File: src/rtl/cwb_pkg.sv
package cwb_pkg;
  // Register selected by host address bits [4:3]
  typedef enum logic [1:0] {
    SEL_CTRL = 2'd0,
    SEL_RST  = 2'd1,
    SEL_STAT = 2'd2,
    SEL_DATA = 2'd3
  } cwb_sel_e;

  localparam int WORD_W      = 64;
  localparam int XFER_DW     = 32;
  localparam int XFER_AW     = 32;
  localparam int SIZE_W      = 4;
  localparam int SEL_LSB     = 3;
  localparam int CTRL_RD_BIT = 48;
  localparam int CTRL_SZ_LSB = 56;
  localparam int STAT_DONE   = 11;
  localparam int STAT_RD_LSB = 26;
  localparam int DATA_LSB    = 32;

  // Status word for a finished read
  function automatic logic [WORD_W-1:0] pack_read(input logic ok,
                                                  input logic [XFER_DW-1:0] rd);
    logic [WORD_W-1:0] w;
    logic [XFER_DW-1:0] field;
    field = ok ? rd : {XFER_DW{1'b1}};
    w = '0;
    w[STAT_DONE] = 1'b1;
    w[STAT_RD_LSB +: XFER_DW] = field;
    return w;
  endfunction

  // Status word for a finished write
  function automatic logic [WORD_W-1:0] pack_write();
    logic [WORD_W-1:0] w;
    w = '0;
    w[STAT_DONE] = 1'b1;
    return w;
  endfunction
endpackage

File: src/rtl/cwb_decode.sv
module cwb_decode
  import cwb_pkg::*;
#(
  parameter int REG_AW = 8
) (
  input  logic              reg_wr,
  input  logic              reg_rd,
  input  logic [REG_AW-1:0] reg_addr,
  output cwb_sel_e          sel,
  output logic              wr_ctrl,
  output logic              wr_data,
  output logic              rd_stat
);
  logic rd_eff;
  logic unused_addr;

  assign sel         = cwb_sel_e'(reg_addr[SEL_LSB+1:SEL_LSB]);
  assign rd_eff      = reg_rd & ~reg_wr;
  assign wr_ctrl     = reg_wr & (sel == SEL_CTRL);
  assign wr_data     = reg_wr & (sel == SEL_DATA);
  assign rd_stat     = rd_eff & (sel == SEL_STAT);
  assign unused_addr = ^{reg_addr};
endmodule

File: src/rtl/cwb_launch.sv
module cwb_launch
  import cwb_pkg::*;
#(
  parameter int MAX_BYTES = 8
) (
  input  logic               clk,
  input  logic               rst_n,
  input  logic               wr_ctrl,
  input  logic               ctrl_rd,
  input  logic [SIZE_W-1:0]  ctrl_size,
  input  logic [XFER_AW-1:0] ctrl_addr,
  input  logic [XFER_DW-1:0] data_q,
  input  logic               bus_ready,
  input  logic               bus_err,
  output logic               bus_req,
  output logic               bus_we,
  output logic [XFER_AW-1:0] bus_addr,
  output logic [SIZE_W-1:0]  bus_size,
  output logic [XFER_DW-1:0] bus_wdata,
  output logic               cmd_accept,
  output logic               cmd_drop,
  output logic               xfer_done,
  output logic               xfer_ok
);
  localparam logic [SIZE_W-1:0] MAX_SZ = SIZE_W'(MAX_BYTES);

  logic size_bad;

  assign size_bad   = ctrl_size > MAX_SZ;
  assign cmd_drop   = wr_ctrl & size_bad;
  assign cmd_accept = wr_ctrl & ~size_bad & ~bus_req;
  assign xfer_done  = bus_req & (bus_ready | bus_err);
  assign xfer_ok    = bus_ready & ~bus_err;

  always_ff @(posedge clk) begin
    if (!rst_n) begin
      bus_req   <= 1'b0;
      bus_we    <= 1'b0;
      bus_addr  <= '0;
      bus_size  <= '0;
      bus_wdata <= '0;
    end else if (cmd_accept) begin
      bus_req   <= 1'b1;
      bus_we    <= ~ctrl_rd;
      bus_addr  <= ctrl_addr;
      bus_size  <= ctrl_size;
      bus_wdata <= data_q;
    end else if (xfer_done) begin
      bus_req   <= 1'b0;
    end
  end
endmodule

File: src/rtl/cwb_regs.sv
module cwb_regs
  import cwb_pkg::*;
(
  input  logic               clk,
  input  logic               rst_n,
  input  logic               wr_data,
  input  logic [XFER_DW-1:0] wdata_hi,
  input  logic               rd_stat,
  input  logic               xfer_done,
  input  logic               xfer_we,
  input  logic               xfer_ok,
  input  logic [XFER_DW-1:0] bus_rdata,
  output logic [WORD_W-1:0]  stat_q,
  output logic [XFER_DW-1:0] data_q
);
  always_ff @(posedge clk) begin
    if (!rst_n) begin
      stat_q <= '0;
    end else if (xfer_done) begin
      stat_q <= xfer_we ? pack_write() : pack_read(xfer_ok, bus_rdata);
    end else if (rd_stat) begin
      stat_q <= '0;
    end
  end

  always_ff @(posedge clk) begin
    if (!rst_n) data_q <= '0;
    else if (wr_data) data_q <= wdata_hi;
  end
endmodule

File: src/rtl/cmd_window_bridge.sv
module cmd_window_bridge
  import cwb_pkg::*;
#(
  parameter int MAX_BYTES = 8,
  parameter int REG_AW    = 8
) (
  input  logic               clk,
  input  logic               rst_n,
  input  logic               reg_wr,
  input  logic               reg_rd,
  input  logic [REG_AW-1:0]  reg_addr,
  input  logic [63:0]        reg_wdata,
  output logic [63:0]        reg_rdata,
  output logic               bus_req,
  output logic               bus_we,
  output logic [31:0]        bus_addr,
  output logic [3:0]         bus_size,
  output logic [31:0]        bus_wdata,
  input  logic [31:0]        bus_rdata,
  input  logic               bus_ready,
  input  logic               bus_err
);
  cwb_sel_e            sel;
  logic                wr_ctrl, wr_data, rd_stat;
  logic                cmd_accept, cmd_drop, xfer_done, xfer_ok;
  logic [WORD_W-1:0]   stat_q;
  logic [XFER_DW-1:0]  data_q;
  logic                unused_wd;

  assign unused_wd = ^{reg_wdata[63:60], reg_wdata[55:49], reg_wdata[47:32]};

  cwb_decode #(.REG_AW(REG_AW)) dec_i (
    .reg_wr(reg_wr), .reg_rd(reg_rd), .reg_addr(reg_addr),
    .sel(sel), .wr_ctrl(wr_ctrl), .wr_data(wr_data), .rd_stat(rd_stat)
  );

  cwb_launch #(.MAX_BYTES(MAX_BYTES)) lau_i (
    .clk(clk), .rst_n(rst_n), .wr_ctrl(wr_ctrl),
    .ctrl_rd(reg_wdata[CTRL_RD_BIT]),
    .ctrl_size(reg_wdata[CTRL_SZ_LSB +: SIZE_W]),
    .ctrl_addr(reg_wdata[XFER_AW-1:0]),
    .data_q(data_q), .bus_ready(bus_ready), .bus_err(bus_err),
    .bus_req(bus_req), .bus_we(bus_we), .bus_addr(bus_addr),
    .bus_size(bus_size), .bus_wdata(bus_wdata),
    .cmd_accept(cmd_accept), .cmd_drop(cmd_drop),
    .xfer_done(xfer_done), .xfer_ok(xfer_ok)
  );

  cwb_regs reg_i (
    .clk(clk), .rst_n(rst_n), .wr_data(wr_data),
    .wdata_hi(reg_wdata[DATA_LSB +: XFER_DW]), .rd_stat(rd_stat),
    .xfer_done(xfer_done), .xfer_we(bus_we), .xfer_ok(xfer_ok),
    .bus_rdata(bus_rdata), .stat_q(stat_q), .data_q(data_q)
  );

  always_comb begin
    unique case (sel)
      SEL_STAT: reg_rdata = stat_q;
      SEL_DATA: reg_rdata = {data_q, {DATA_LSB{1'b0}}};
      default:  reg_rdata = '0;
    endcase
  end
endmodule

File: config.mk
export PLATFORM = sky130hd
export DESIGN_NAME = cmd_window_bridge
export DESIGN_NICKNAME = d
export VERILOG_FILES = /design/src/rtl/cwb_pkg.sv /design/src/rtl/cwb_decode.sv /design/src/rtl/cwb_launch.sv /design/src/rtl/cwb_regs.sv /design/src/rtl/cmd_window_bridge.sv
export SDC_FILE = /design/constraint.sdc
export NUM_CORES = 1
export LEC_CHECK = 0
export ABC_AREA = 1
export CAP_MARGIN = 20
export CORE_ASPECT_RATIO = 0.5
export CORE_MARGIN = 10
export CORE_UTILIZATION = 25
export CTS_CLUSTER_SIZE = 25
export DETAILED_ROUTE_END_ITERATION = 6
export SYNTH_ARGS = -nofsm -noshare
export SYNTH_HDL_FRONTEND = slang
export SYNTH_SLANG_ARGS = --single-unit
File: constraint.sdc
create_clock -name clk -period 1.5 [get_ports clk]
set_input_delay 0.45 -clock clk [delete_from_list [all_inputs] [get_ports clk]]
set_output_delay 0.45 -clock clk [all_outputs]
set_load 0.02 [all_outputs]
Yosys cells after proc, flatten, opt, wreduce, memory -nomap -nowiden:

Index checks and enable logic that the tools add are counted.

* register bits: 166
* bits of input ports: 110
* output and inout port bits: 134
* logic and storage cells: 34

* magnitude comparators: 1
* eq/ne operators: 2
* mux-type cells: 7
* bitwise logic cells: 14
* reductions and logical operators: 3

Operators with widths (count)
* $mux 64: 2
* $pmux 64 s2: 1
* $mux 58: 1
* $mux 32: 1
* $and 1x1->1: 8
* $not 1->1: 5
* $eq 2x2->1 const B: 2
* $gt 4x4->1 const B: 1
* $reduce_bool 2->1: 2
* $logic_not 2->1: 1
* $mux 1: 2
* $or 1x1->1: 1

Depth between registers and ports, before layout:

* depth after elaboration: 5
* depth in mapped cells: 8
* mapped depth without buffers: 6

Modules after synthesis:

Synthesis repeated with hierarchy kept, for this count alone.

* cells, all modules: 1039
* area, all modules: 6951.7 um2

Modules (own cells, without submodules)
* cwb_launch: times used 1, cells an instance 467, area an instance 3208.1 um2, seq. area each 1401.3 um2
* cwb_regs: times used 1, cells an instance 381, area an instance 2787.7 um2, seq. area each 1301.2 um2
* cmd_window_bridge: times used 1, cells an instance 179, area an instance 903.4 um2, seq. area each 0.0 um2
* cwb_decode: times used 1, cells an instance 12, area an instance 52.6 um2, seq. area each 0.0 um2

Worst setup path after synthesis:

OpenSTA, ideal clock, no wires.

* path type: input -> output
* start: input reg_addr[4]
* end: output reg_rdata[32]
* data arrival time: 1241 ps
* data required time: 1050 ps
* slack: -191 ps
* cell stages on the path: 5
* path buffers: 1
* path through: inv_1 nor2_4 clkbuf_1 nand2_1 o21ai_0

* longest elaborated chain between the ends: 2
* elaborated cells on any way between the ends: 3
* those cells by class: 2 x eq/ne; 1 x mux

RTL lines
* from (decl): line cmd_window_bridge.sv:11 `input logic [REG_AW-1:0] reg_addr,`
* $eq 2x2->1: line cmd_window_bridge.sv:57 `unique case (sel)`
* $pmux 64 s2 *: line cmd_window_bridge.sv:57
* to (decl): line cmd_window_bridge.sv:13 `output logic [63:0] reg_rdata,`

Every way passes the cells marked *; elsewhere a longest branch is shown, timed or not.

Worst setup path after layout:

* start: input reg_addr[3]
* end: output reg_rdata[47]

Same word-level chain as after synthesis.

==> run metrics <==
required time worst endpoint 1.05 ns; DRC Markers 0; DIE AREA 32100 um^2; Hold Vio Cnt, Final 0; min-delay src rst_n; Cell Pwr Density 971 nW/um^2; peak supply drop 0.000687 V; CTS root buf clkbuf_16; Leak 4.37 nW; Crit Path Category in2out; Synth Warn # 0; grt ovf 0; Max stage delay cell, worst path buf_4; Synth area leader dfxtp_1; gr usage total 14.5%; crit-path max FO 7; Hold Buf Count CTS 0; initial antenna violation count 0; Avg Cell Area, Syn 7.17 um^2; final period utilization 113%; post-synth top area share 43.3%; via count 6693; Worst-path clk slew 0.06 ns; # clock sinks 135; pre-CTS setup slack -1.13 ns; drt total wl 24700 um; total CTS buffers 17; Critical Path AT 1.24 ns; global-route wire length before repair 37500 um; number of I/O pins 244; status complete, but fails checks; routed len/inst 16.6 um; Syn Std Cell Area 6240 um^2; post-route clock skew 0.00668 ns; Area contributors post-synth dfxtp_1, a21oi_1, nand3_1; Final min period 1.69 ns; area delta synth->final 61.6%; CP dominant cell by count buf_8; fill count 2475; setup ws final -0.191 ns; worst hold margin 0.349 ns; GP Congestion 0.865; register area share after synthesis 43.3%; RSZ-0062 raised after global routing true; crit-path max cell delay 0.16 ns; H-tree depth 4; TritonCTS clock tree done; vias in the first global route 6528; Avg Vias per Cell 4.49; ant diodes 0; Hold Path Class in2reg; layout cell share with drive strength beyond 1 28.5%; Core ar. 24300 um^2; remaining antenna violation count after routing 0; RR Startpoint lau_i.bus_req; 1st-pass router iterations 7; die height 132 um; Final setup viols 38; clock buffer depth 2; number of max-cap violations 0; nature of the critical path endpoint output pin; DPL Wire Length 18000 um; Die Wd 243 um; initial drt markers 427; failing checks setup timing; Rows 40; largest net degree at the start of global routing 38; latest clock arrival within the worst-skew pair 0.43 ns; Synth Register Bits 135; Max Slew Vio Count 0; Port Buffers 212; CP startpoint reg_addr[3]; f_max 591 MHz; Initial Utilization 25.7%; Nets 1250; Setup crit start kind primary input; CP Cell Sequence buf_8 > nor2_4 > buf_12 > buf_8 > nand2_2 > o21ai_1 > buf_4; Netlist cell types 22; Mapped Cells 870
[power by group]
part / leakage [nW] / internal [W] / total (W) / switching (W)
Combinational: 2.98 / 0.000763 / 0.00161 / 0.000848
Clock: 0.286 / 0.00268 / 0.00439 / 0.00172
Sequential: 1.10 / 0.00372 / 0.00379 / 0.0000683
[final timing paths]
path / slack [ns] / cells past startpoint / endpoint
max: -0.19 / 7 / reg_rdata[47]
max reg2reg: 0.08 / 9 / lau_i.bus_addr[12]
min reg2reg: 0.47 / 2 / lau_i.bus_size[3]
min: 0.35 / 3 / lau_i.bus_wdata[12]
[area by class of cell]
| type | instances | area, um^2 | share of cell area, % |
|---|---|---|---|
| clock buffer | 19 | 443 | 4.39 |
| tap | 336 | 420 | 4.17 |
| sequential | 135 | 2710 | 26.8 |
| inverter | 84 | 320 | 3.18 |
| timing repair buffer | 326 | 3070 | 30.4 |
| clock inverter | 13 | 173 | 1.71 |
| multi-input combinational | 576 | 2960 | 29.3 |
[timing repair]
action	in CTS	in global routing
endpoints found under the hold margin	0	0
cloned	3	5
pin swaps	2	2
endpoints found under the setup margin	207	101
gates resized for setup	500	66
setup buffers	2	2
[through the flow]
stage / total power (W) / utilization, % / cells / instance area, um^2 / TNS (ns)
2_1_floorplan: 0.00466 / - / 894 / 6420 / -0.558
3_3_place_gp: 0.00540 / 38.5 / 1446 / 9350 / -97.54
3_5_place_dp: 0.00542 / 38.5 / 1446 / 9350 / -100.91
4_1_cts: 0.00987 / 41.0 / 1483 / 9960 / -5.80
5_1_grt: 0.0102 / 41.6 / 1489 / 10100 / -6.70
6_report: 0.00980 / 41.6 / 1489 / 10100 / -5.12
[registers in the layout, summed over array words and instances, names as in the netlist]
register / flops
lau_i.bus_wdata: 32
lau_i.bus_req: 1
reg_i.stat_q: 33
reg_i.data_q: 32
lau_i.bus_addr: 32
lau_i.bus_we: 1
lau_i.bus_size: 4
[worst max-delay path, delay by kind of cell]
family | cells | cell delay [ns]
buf+inv | 4 | 0.53
simple gates | 2 | 0.19
compound gates | 1 | 0.07
[layout by cell type, fill, tap and decap left out, types with 5 or more instances in the layout]
cell type and n:
a21oi_1 132, buf_12 19, buf_2 65, buf_4 97, buf_6 31, buf_8 5
clkbuf_16 22, clkdlybuf4s50_1 99, conb_1 25, dfxtp_1 133, inv_1 79, nand2_1 78
nand2_2 18, nand2_4 9, nand3_1 132, nand3b_1 32, nor2_1 78, nor2_2 5
o21ai_0 32, o21ai_2 26
[per-layer routing]
metal | up-vias | global-route usage (%) | part of all wire, %
met2 | 171 | 26.5 | 53
li1 | 3338 | - | -
met3 | 24 | 3.42 | 4.6
met4 | 0 | 4.38 | 1.7
met1 | 3160 | 16.4 | 41
met5 | - | 0 | 0
[Yosys cell counts]
cell / n
o21ai_0: 58
conb_1: 1
nor2_4: 1
nor2_1: 84
o21ai_2: 1
dfxtp_1: 135
nor2_2: 2
buf_6: 10
buf_8: 1
nand2_2: 1
nand3_1: 133
inv_2: 1
buf_4: 28
buf_1: 3
nand2_1: 104
nand3b_1: 32
buf_2: 27
clkinv_1: 1
clkbuf_1: 30
a21oi_2: 2
a21oi_1: 133
inv_1: 82
[cell families (layout without fill, tap and decap cells)]
kind of cell    Yosys count  after routing  share of synthesized area [%]
flops                   135            135                           43.3
buf+inv                 183            442                           14.6
other cells               1             25                         0.0601
compound gates          194            194                           15.7
simple gates            357            357                           26.3
(Power assumes the default switching activity.)
